**config.mk**
```make
export PLATFORM = sky130hd
export DESIGN_NAME = wear_deviation_monitor
export DESIGN_NICKNAME = d
export VERILOG_FILES = /design/src/rtl/wlm_pkg.sv /design/src/rtl/wlm_wear_bank.sv /design/src/rtl/wlm_scan_ctrl.sv /design/src/rtl/wlm_note_fifo.sv /design/src/rtl/wear_deviation_monitor.sv
export SDC_FILE = /design/constraint.sdc
export NUM_CORES = 1
export LEC_CHECK = 0
export ABC_AREA = 1
export BUFFER_PORTS_ARGS = -buffer_cell sky130_fd_sc_hd__buf_2
export CELL_PAD_IN_SITES_DETAIL_PLACEMENT = 1
export CELL_PAD_IN_SITES_GLOBAL_PLACEMENT = 2
export CORE_MARGIN = 2
export CORE_UTILIZATION = 40
export DETAILED_ROUTE_END_ITERATION = 7
export PLACE_DENSITY = 0.91
export RECOVER_POWER = 50
export SLEW_MARGIN = 20
export SYNTH_ARGS = -nofsm -noshare
export SYNTH_HDL_FRONTEND = slang
export SYNTH_HIERARCHICAL = 1
export SYNTH_SLANG_ARGS = --single-unit
```
**constraint.sdc**
```tcl
create_clock -name clk -period 12.05 [get_ports clk]
set_input_delay 2.41 -clock clk [delete_from_list [all_inputs] [get_ports clk]]
set_output_delay 2.41 -clock clk [all_outputs]
set_load 0.01 [all_outputs]
```
**src/rtl/wlm_pkg.sv**
```systemverilog
package wlm_pkg;
    localparam int WEAR_W  = 8;
    localparam int CNT_W   = 64;
    localparam int STATE_W = 16;
    localparam int MASK_W  = 8;

    // State word bit positions
    localparam int ST_BAND_BIT    = 8;
    localparam int ST_REFRESH_BIT = 4;
    localparam int ST_ERR_UNREC   = 3;
    localparam int ST_ERR_HIGH    = 2;
    localparam int ST_ERR_MED     = 1;
    localparam int ST_ERR_LOW     = 0;

    // Scope mask bit positions
    localparam int SCOPE_BLOCK_BIT = 0;
    localparam int SCOPE_CHUNK_BIT = 1;
    localparam int SCOPE_PU_BIT    = 2;

    typedef logic [WEAR_W-1:0] wear_t;

    typedef struct packed {
        logic [CNT_W-1:0]   seq;
        logic [STATE_W-1:0] state;
        logic [MASK_W-1:0]  scope;
    } note_t;

    typedef enum logic {PH_IDLE, PH_SCAN} phase_e;

    // True when w lies strictly outside [avg-thr, avg+thr], evaluated one bit wider
    function automatic logic beyond_band(wear_t w, wear_t avg, wear_t thr);
        logic [WEAR_W:0] upper;
        logic [WEAR_W:0] lifted;
        upper  = {1'b0, avg} + {1'b0, thr};
        lifted = {1'b0, w} + {1'b0, thr};
        return ({1'b0, w} > upper) || (lifted < {1'b0, avg});
    endfunction

    function automatic note_t wear_note(logic [CNT_W-1:0] seq);
        note_t n;
        n.seq   = seq;
        n.state = '0;
        n.state[ST_BAND_BIT] = 1'b1;
        n.scope = '0;
        n.scope[SCOPE_CHUNK_BIT] = 1'b1;
        return n;
    endfunction
endpackage

```
**src/rtl/wlm_wear_bank.sv**
```systemverilog
module wlm_wear_bank
    import wlm_pkg::*;
#(
    parameter int N_CHUNKS = 16,
    localparam int IDX_W = (N_CHUNKS > 1) ? $clog2(N_CHUNKS) : 1,
    localparam int SUM_W = IDX_W + WEAR_W
) (
    input  logic             clk,
    input  logic             rst,
    input  logic             wr_en,
    input  logic [IDX_W-1:0] wr_idx,
    input  wear_t            wr_val,
    input  logic [IDX_W-1:0] rd_idx,
    output wear_t            rd_val,
    output wear_t            avg
);
    wear_t            bank [N_CHUNKS];
    logic [SUM_W-1:0] total;
    wear_t            kept;

    // Wear only grows: keep the larger of stored and offered values
    always_comb kept = (wr_val > bank[wr_idx]) ? wr_val : bank[wr_idx];

    always_ff @(posedge clk) begin
        if (rst) begin
            total <= '0;
            for (int i = 0; i < N_CHUNKS; i++) bank[i] <= '0;
        end else if (wr_en) begin
            bank[wr_idx] <= kept;
            total        <= total - SUM_W'(bank[wr_idx]) + SUM_W'(kept);
        end
    end

    assign rd_val = bank[rd_idx];
    assign avg    = total[SUM_W-1:IDX_W];

    // the population sum never shrinks on an update
    assert_sum_monotone_R2: assert property (@(posedge clk) disable iff (rst)
        wr_en |=> total >= $past(total));
endmodule

```
**src/rtl/wlm_scan_ctrl.sv**
```systemverilog
module wlm_scan_ctrl
    import wlm_pkg::*;
#(
    parameter int N_CHUNKS = 16,
    localparam int IDX_W = (N_CHUNKS > 1) ? $clog2(N_CHUNKS) : 1
) (
    input  logic             clk,
    input  logic             rst,
    input  logic             start,
    input  wear_t            rd_wear,
    input  wear_t            avg,
    input  wear_t            thr,
    output logic             busy,
    output logic [IDX_W-1:0] scan_idx,
    output logic             hit
);
    localparam logic [IDX_W-1:0] LAST_IDX = IDX_W'(N_CHUNKS - 1);

    phase_e              phase;
    logic [IDX_W-1:0]    idx;
    logic [N_CHUNKS-1:0] flagged;
    logic                outside;

    always_comb outside = beyond_band(rd_wear, avg, thr);

    always_ff @(posedge clk) begin
        if (rst) begin
            phase   <= PH_IDLE;
            idx     <= '0;
            flagged <= '0;
        end else begin
            case (phase)
                PH_IDLE: begin
                    if (start) begin
                        phase <= PH_SCAN;
                        idx   <= '0;
                    end
                end
                PH_SCAN: begin
                    flagged[idx] <= outside;
                    idx          <= idx + 1'b1;
                    if (idx == LAST_IDX) phase <= PH_IDLE;
                end
                default: phase <= PH_IDLE;
            endcase
        end
    end

    assign busy     = (phase == PH_SCAN);
    assign scan_idx = idx;
    assign hit      = (phase == PH_SCAN) && outside && !flagged[idx];

    // chunks are visited in ascending order, one per cycle
    assert_scan_step_R6: assert property (@(posedge clk) disable iff (rst)
        (phase == PH_SCAN && idx != LAST_IDX) |=> (phase == PH_SCAN && idx == $past(idx) + 1'b1));
endmodule

```
**src/rtl/wlm_note_fifo.sv**
```systemverilog
module wlm_note_fifo #(
    parameter int WIDTH = 80,
    parameter int DEPTH = 4,
    localparam int AW = (DEPTH > 1) ? $clog2(DEPTH) : 1
) (
    input  logic             clk,
    input  logic             rst,
    input  logic             push,
    input  logic [WIDTH-1:0] din,
    input  logic             pop,
    output logic             full,
    output logic             valid,
    output logic [WIDTH-1:0] dout,
    output logic             overflow
);
    logic [WIDTH-1:0] mem [DEPTH];
    logic [AW-1:0]    wptr, rptr;
    logic [AW:0]      level;
    logic             do_push, do_pop;

    assign full    = (level == (AW+1)'(DEPTH));
    assign valid   = (level != '0);
    assign do_push = push && !full;
    assign do_pop  = pop && valid;
    assign dout    = mem[rptr];

    always_ff @(posedge clk) begin
        if (rst) begin
            wptr     <= '0;
            rptr     <= '0;
            level    <= '0;
            overflow <= 1'b0;
        end else begin
            if (do_push) begin
                mem[wptr] <= din;
                wptr      <= (wptr == AW'(DEPTH - 1)) ? '0 : wptr + 1'b1;
            end
            if (do_pop) rptr <= (rptr == AW'(DEPTH - 1)) ? '0 : rptr + 1'b1;
            level <= level + (AW+1)'(do_push) - (AW+1)'(do_pop);
            if (push && full) overflow <= 1'b1;
        end
    end

    // occupancy stays within the queue depth
    assert_level_bound_R8: assert property (@(posedge clk) disable iff (rst)
        level <= (AW+1)'(DEPTH));
    // overflow is sticky until reset
    assert_no_overflow_clear_R8: assert property (@(posedge clk) disable iff (rst)
        overflow |=> overflow);
endmodule

```
**src/rtl/wear_deviation_monitor.sv**
```systemverilog
module wear_deviation_monitor
    import wlm_pkg::*;
#(
    parameter int N_CHUNKS   = 16,
    parameter int FIFO_DEPTH = 4,
    localparam int IDX_W   = (N_CHUNKS > 1) ? $clog2(N_CHUNKS) : 1,
    localparam int ENTRY_W = IDX_W + $bits(note_t)
) (
    input  logic               clk,
    input  logic               rst,
    input  logic [WEAR_W-1:0]  thresh_i,
    input  logic               upd_valid_i,
    input  logic [IDX_W-1:0]   upd_chunk_i,
    input  logic [WEAR_W-1:0]  upd_wear_i,
    output logic               upd_ready_o,
    output logic               evt_valid_o,
    input  logic               evt_ready_i,
    output logic [CNT_W-1:0]   evt_count_o,
    output logic [IDX_W-1:0]   evt_chunk_o,
    output logic [STATE_W-1:0] evt_state_o,
    output logic [MASK_W-1:0]  evt_mask_o,
    output logic               overflow_o
);
    logic             accept, busy, hit, q_full;
    logic [IDX_W-1:0] scan_idx;
    wear_t            rd_wear, avg;
    logic [CNT_W-1:0] issued;
    logic [ENTRY_W-1:0] push_entry, head_entry;
    note_t            head_note;

    assign upd_ready_o = !busy;
    assign accept      = upd_valid_i && upd_ready_o;

    wlm_wear_bank #(.N_CHUNKS(N_CHUNKS)) u_bank (
        .clk(clk), .rst(rst),
        .wr_en(accept), .wr_idx(upd_chunk_i), .wr_val(upd_wear_i),
        .rd_idx(scan_idx), .rd_val(rd_wear), .avg(avg)
    );

    wlm_scan_ctrl #(.N_CHUNKS(N_CHUNKS)) u_scan (
        .clk(clk), .rst(rst), .start(accept),
        .rd_wear(rd_wear), .avg(avg), .thr(thresh_i),
        .busy(busy), .scan_idx(scan_idx), .hit(hit)
    );

    // Sequence numbers are consumed only by records that enter the queue
    always_ff @(posedge clk) begin
        if (rst)               issued <= '0;
        else if (hit && !q_full) issued <= issued + 1'b1;
    end

    assign push_entry = {scan_idx, wear_note(issued + 1'b1)};

    wlm_note_fifo #(.WIDTH(ENTRY_W), .DEPTH(FIFO_DEPTH)) u_fifo (
        .clk(clk), .rst(rst),
        .push(hit), .din(push_entry),
        .pop(evt_ready_i), .full(q_full),
        .valid(evt_valid_o), .dout(head_entry), .overflow(overflow_o)
    );

    assign head_note   = head_entry[$bits(note_t)-1:0];
    assign evt_chunk_o = head_entry[ENTRY_W-1:$bits(note_t)];
    assign evt_count_o = head_note.seq;
    assign evt_state_o = head_note.state;
    assign evt_mask_o  = head_note.scope;

    // an accepted update closes the update port on the next cycle
    assert_busy_after_accept_R7: assert property (@(posedge clk) disable iff (rst)
        (upd_valid_i && upd_ready_o) |=> !upd_ready_o);
    // a stalled record is held unchanged
    assert_hold_record_R9: assert property (@(posedge clk) disable iff (rst)
        (evt_valid_o && !evt_ready_i) |=> (evt_valid_o && $stable(evt_count_o) && $stable(evt_chunk_o)));
    // records leave with consecutive sequence numbers
    assert_seq_contiguous_R5: assert property (@(posedge clk) disable iff (rst)
        (evt_valid_o && evt_ready_i) |=> (!evt_valid_o || evt_count_o == $past(evt_count_o) + 1'b1));
endmodule

```
==> flow_summary_export.csv <==
group,metric,value,unit
outcome,outcome,"finished with violations",
outcome,violations,"max-capacitance violations, max-slew violations",
setup_path,r2r_setup_slack,3.50,ns
final_layout,multi_input_area,11210,µm²
clocking,ctsHoldBuffers,0,
worst_hold_path,whs_endpoint,"u_fifo/overflow",
detailed_routing,drt_iter0_drc,1398,
clocking,root_buffer,"clkbuf_16",
setup_path,start_kind,"flop",
final_layout,final_cells,4478,
final_layout,mostFrequentLayoutCells,"nand2_1 (756), nor2_1 (650), edfxtp_1 (496)",
floorplan,dieArea,77130,µm²
yosys,synth_edf_count,496,
yosys,synth_ff_type,"edfxtp_1",
floorplan,initial_core_util,40.32,%
setup_path,r2r_start,"u_scan/scan_idx[2]",
sta,hold_violations,0,
detailed_routing,drc,0,
power,vdd.ir_drop.worst,0.1023,mV
final_layout,final_common_cell,"nand2_1",
yosys,ys_seq_area_share,56.84,%
global_route,grt_pass1_vias,24734,
clocking,numCtsBuffers,69,
floorplan,die_y,277.7,µm
global_route,grt_max_degree,102,
setup_path,critPathArrivalTime,8.76,ns
setup_path,ff2ff_path_depth,25,
worst_hold_path,worstHoldStart,"u_fifo/overflow",
placement,place.gp.congestion,0.8363,
floorplan,die_w,277.7,µm
sta,post-route-period-util,70.96,%
clocking,cts.sink_count,603,
sta,max_freq,116.9,MHz
yosys,synth-simple-area-share,21.72,%
worst_hold_path,hp-class,"reg2reg",
placement,io_buffer_count,118,
clocking,post_cts_buffers,0,
sta,slew_headroom,-115.7,%
sta,clock_skew,0.02328,ns
final_layout,area.sequential,17040,µm²
yosys,synth_top_family_by_area,"simple AND/OR/NAND/NOR gates",
clocking,cts_htree_levels,3,
yosys,yosysWarnings,6,
floorplan,coreArea,74320,µm²
sta,period_needed,8.551,ns
yosys,synth-compound-area-share,10.04,%
yosys,synth-adder-area-share,3.365,%
sta,worst_pin_slew,3.235,ns
detailed_routing,drt-pass1-iter-count,6,
placement,dp.cells,4355,
setup_path,worst_ep_required_time,12.26,ns
global_route,busiest_layer,"met2",
yosys,syn_inst,3305,
placement,dpl.hpwl,56720,µm
sta,rsz0062_at_grt,"false",
detailed_routing,num_vias,23241,
clocking,clk_pin_slew,0.06,ns
global_route,grt.met3_usage,3.015,%
run,maxCapViolations,4,
sta,slew_violations,203,
sta,final-setup-viol-count,0,
power,p_leak,13.48,nW
sta,totalNegativeSetupSlack,0,ns
clocking,clockBufferDepth,3,
clocking,clk_latency,0.60,ns
yosys,synth_mux_area_share,0,%
global_route,antenna_found_initial,2,
floorplan,io_pins,119,
clocking,cts_resized,0,
final_layout,drive_above_1_share,7.865,%
power,finalPower,6.549,mW
final_layout,final_nets,3555,
worst_hold_path,hold_path_depth,2,
yosys,ys_async_sr_fraction,0,%
detailed_routing,antenna_left,0,
setup_path,r2r-end,"u_fifo/mem[1][74]",
power,powerDensity,195.6,nW/µm²
global_route,grt_usage,22.88,%
final_layout,n_antenna_cell,0,
global_route,overflow,0,
detailed_routing,drt-wirelength-per-cell,19.66,µm
final_layout,num-fill-cells,8679,
setup_path,critical_path.endpoint_type,"flop",
detailed_routing,via_per_inst,5.190,
floorplan,rows,100,
final_layout,syn2layout_area_growth,11.69,%
global_route,met1_usage,29.34,%
detailed_routing,wl,88020,µm
clocking,cts_tree,"built",
yosys,yosysUniqueCellTypes,47,
setup_path,crit_type,"reg2reg",
setup_path,crit_fanout,48,
yosys,syn_area_per_cell,9.068,µm²
yosys,ys_ff_latch,603,
global_route,gr-usage-met2,40.31,%
yosys,netlist_area,29970,µm²
yosys,synth_xor_area_share,1.432,%
global_route,grt_pass1_wl,138500,µm
==> metrics by stage <==
| stage | instance area (µm²) | hold WS [ns] | worst slack, ns | util [%] |
|---|---|---|---|---|
| global route | 33470 | 0.4817 | 2.924 | 45.04 |
| finish | 33470 | 0.4621 | 3.499 | 45.04 |
| detailed placement | 31480 | 0.4493 | 4.281 | 42.36 |
| floorplan | 30320 | 0.4680 | 2.904 | - |
| CTS | 33680 | 0.4602 | 4.876 | 45.31 |
| global placement | 31480 | 0.4393 | 4.328 | 42.36 |
==> worst max-delay path, cell delays in order, from the launching register on <==
cell,delay (ns)
dfxtp_1,0.31
clkbuf_1,1.12
inv_1,0.88
o211ai_1,0.53
nand3_1,0.15
nand2_1,0.20
ha_1,0.24
inv_1,0.07
fa_1,0.40
nand3b_1,0.18
nand2_1,0.17
xor2_1,0.18
ha_1,0.26
nand2_1,0.08
clkinv_1,0.05
nand2_1,0.06
nand2_1,0.07
nand2_1,0.06
nand3_1,0.08
nand2_2,0.06
nand2_1,0.46
a21oi_1,0.55
nand3_1,0.42
nor2_4,0.18
buf_4,0.60
buf_4,0.74
==> registers in the layout, indices dropped and copies added (netlist names), named ones only <==
register,flops
issued,64
u_bank/bank,128
u_bank/total,12
u_fifo/level,3
u_fifo/mem,368
u_fifo/overflow,1
u_fifo/rptr,2
u_fifo/wptr,2
u_scan/busy,1
u_scan/flagged,16
u_scan/scan_idx,4
==> metal layers <==
| metal | wire length (µm) | vias up |
|---|---|---|
| met1 | 38880 | 11471 |
| met4 | 2238 | 2 |
| met5 | 14 | - |
| met2 | 43300 | 435 |
| li1 | - | 11199 |
| met3 | 3591 | 134 |
==> logic make-up after synthesis <==
family / after synthesis
other: 2
AO/OA/AOI/OAI: 549
XOR/XNOR: 49
adder cells (fa/ha/maj): 74
buffers and inverters: 444
flip-flops: 603
AND/OR/NAND/NOR: 1584
==> report_power, final <==
group	switching [mW]	total, mW	internal (mW)
registers	0.136	2.58	2.45
logic	1.31	1.90	0.590
clock network	0.843	2.06	1.22
total	2.29	6.55	4.26
==> synthesized netlist by cell type (2+ instances only) <==
cell type | number | share of area (%)
nand3_2 | 12 | 0.40
o21bai_1 | 10 | 0.25
a21oi_1 | 78 | 1.3
clkinv_1 | 2 | 0.025
o21ai_1 | 98 | 1.6
buf_6 | 15 | 0.56
a21oi_2 | 4 | 0.12
clkbuf_1 | 73 | 0.91
nor2_4 | 8 | 0.30
a211oi_1 | 2 | 0.050
fa_1 | 11 | 0.73
buf_12 | 2 | 0.13
nor2_8 | 2 | 0.13
nor3_1 | 7 | 0.12
nor2_1 | 642 | 8.0
nor2_2 | 20 | 0.42
o211ai_1 | 35 | 0.88
o21ai_0 | 223 | 3.7
xnor2_1 | 10 | 0.29
or2_2 | 2 | 0.042
inv_2 | 11 | 0.14
nand2_2 | 29 | 0.61
nand3b_1 | 14 | 0.35
nand3_1 | 84 | 1.4
xor2_1 | 39 | 1.1
buf_4 | 30 | 0.75
ha_1 | 63 | 2.6
nand4_1 | 19 | 0.40
dfxtp_1 | 107 | 7.1
buf_1 | 9 | 0.11
o22ai_1 | 96 | 2.0
nand2_1 | 738 | 9.2
edfxtp_1 | 496 | 50
conb_1 | 2 | 0.025
inv_1 | 272 | 3.4
clkbuf_2 | 4 | 0.067
buf_2 | 22 | 0.37
nand2_4 | 5 | 0.19
==> how the worst max path moves through the flow <==
stage,from,to,cells past startpoint
floorplan,thresh_i[0],u_fifo/mem[0][0],18
global placement,upd_chunk_i[0],u_bank/total[7],32
detailed placement,upd_chunk_i[0],u_bank/total[6],30
CTS,upd_chunk_i[0],u_bank/total[7],32
global route,u_scan/scan_idx[2],u_fifo/mem[1][74],25
finish,u_scan/scan_idx[2],u_fifo/mem[1][74],25
==> cell type report <==
class	count	area share, %
clock inverter	31	0.8559
tap	969	3.622
inverter	288	3.263
sequential	603	50.90
multi-input combinational	2352	33.48
timing repair buffer	143	2.187
clock buffer	92	5.693
No activity file was read; power rests on OpenSTA's default activity.
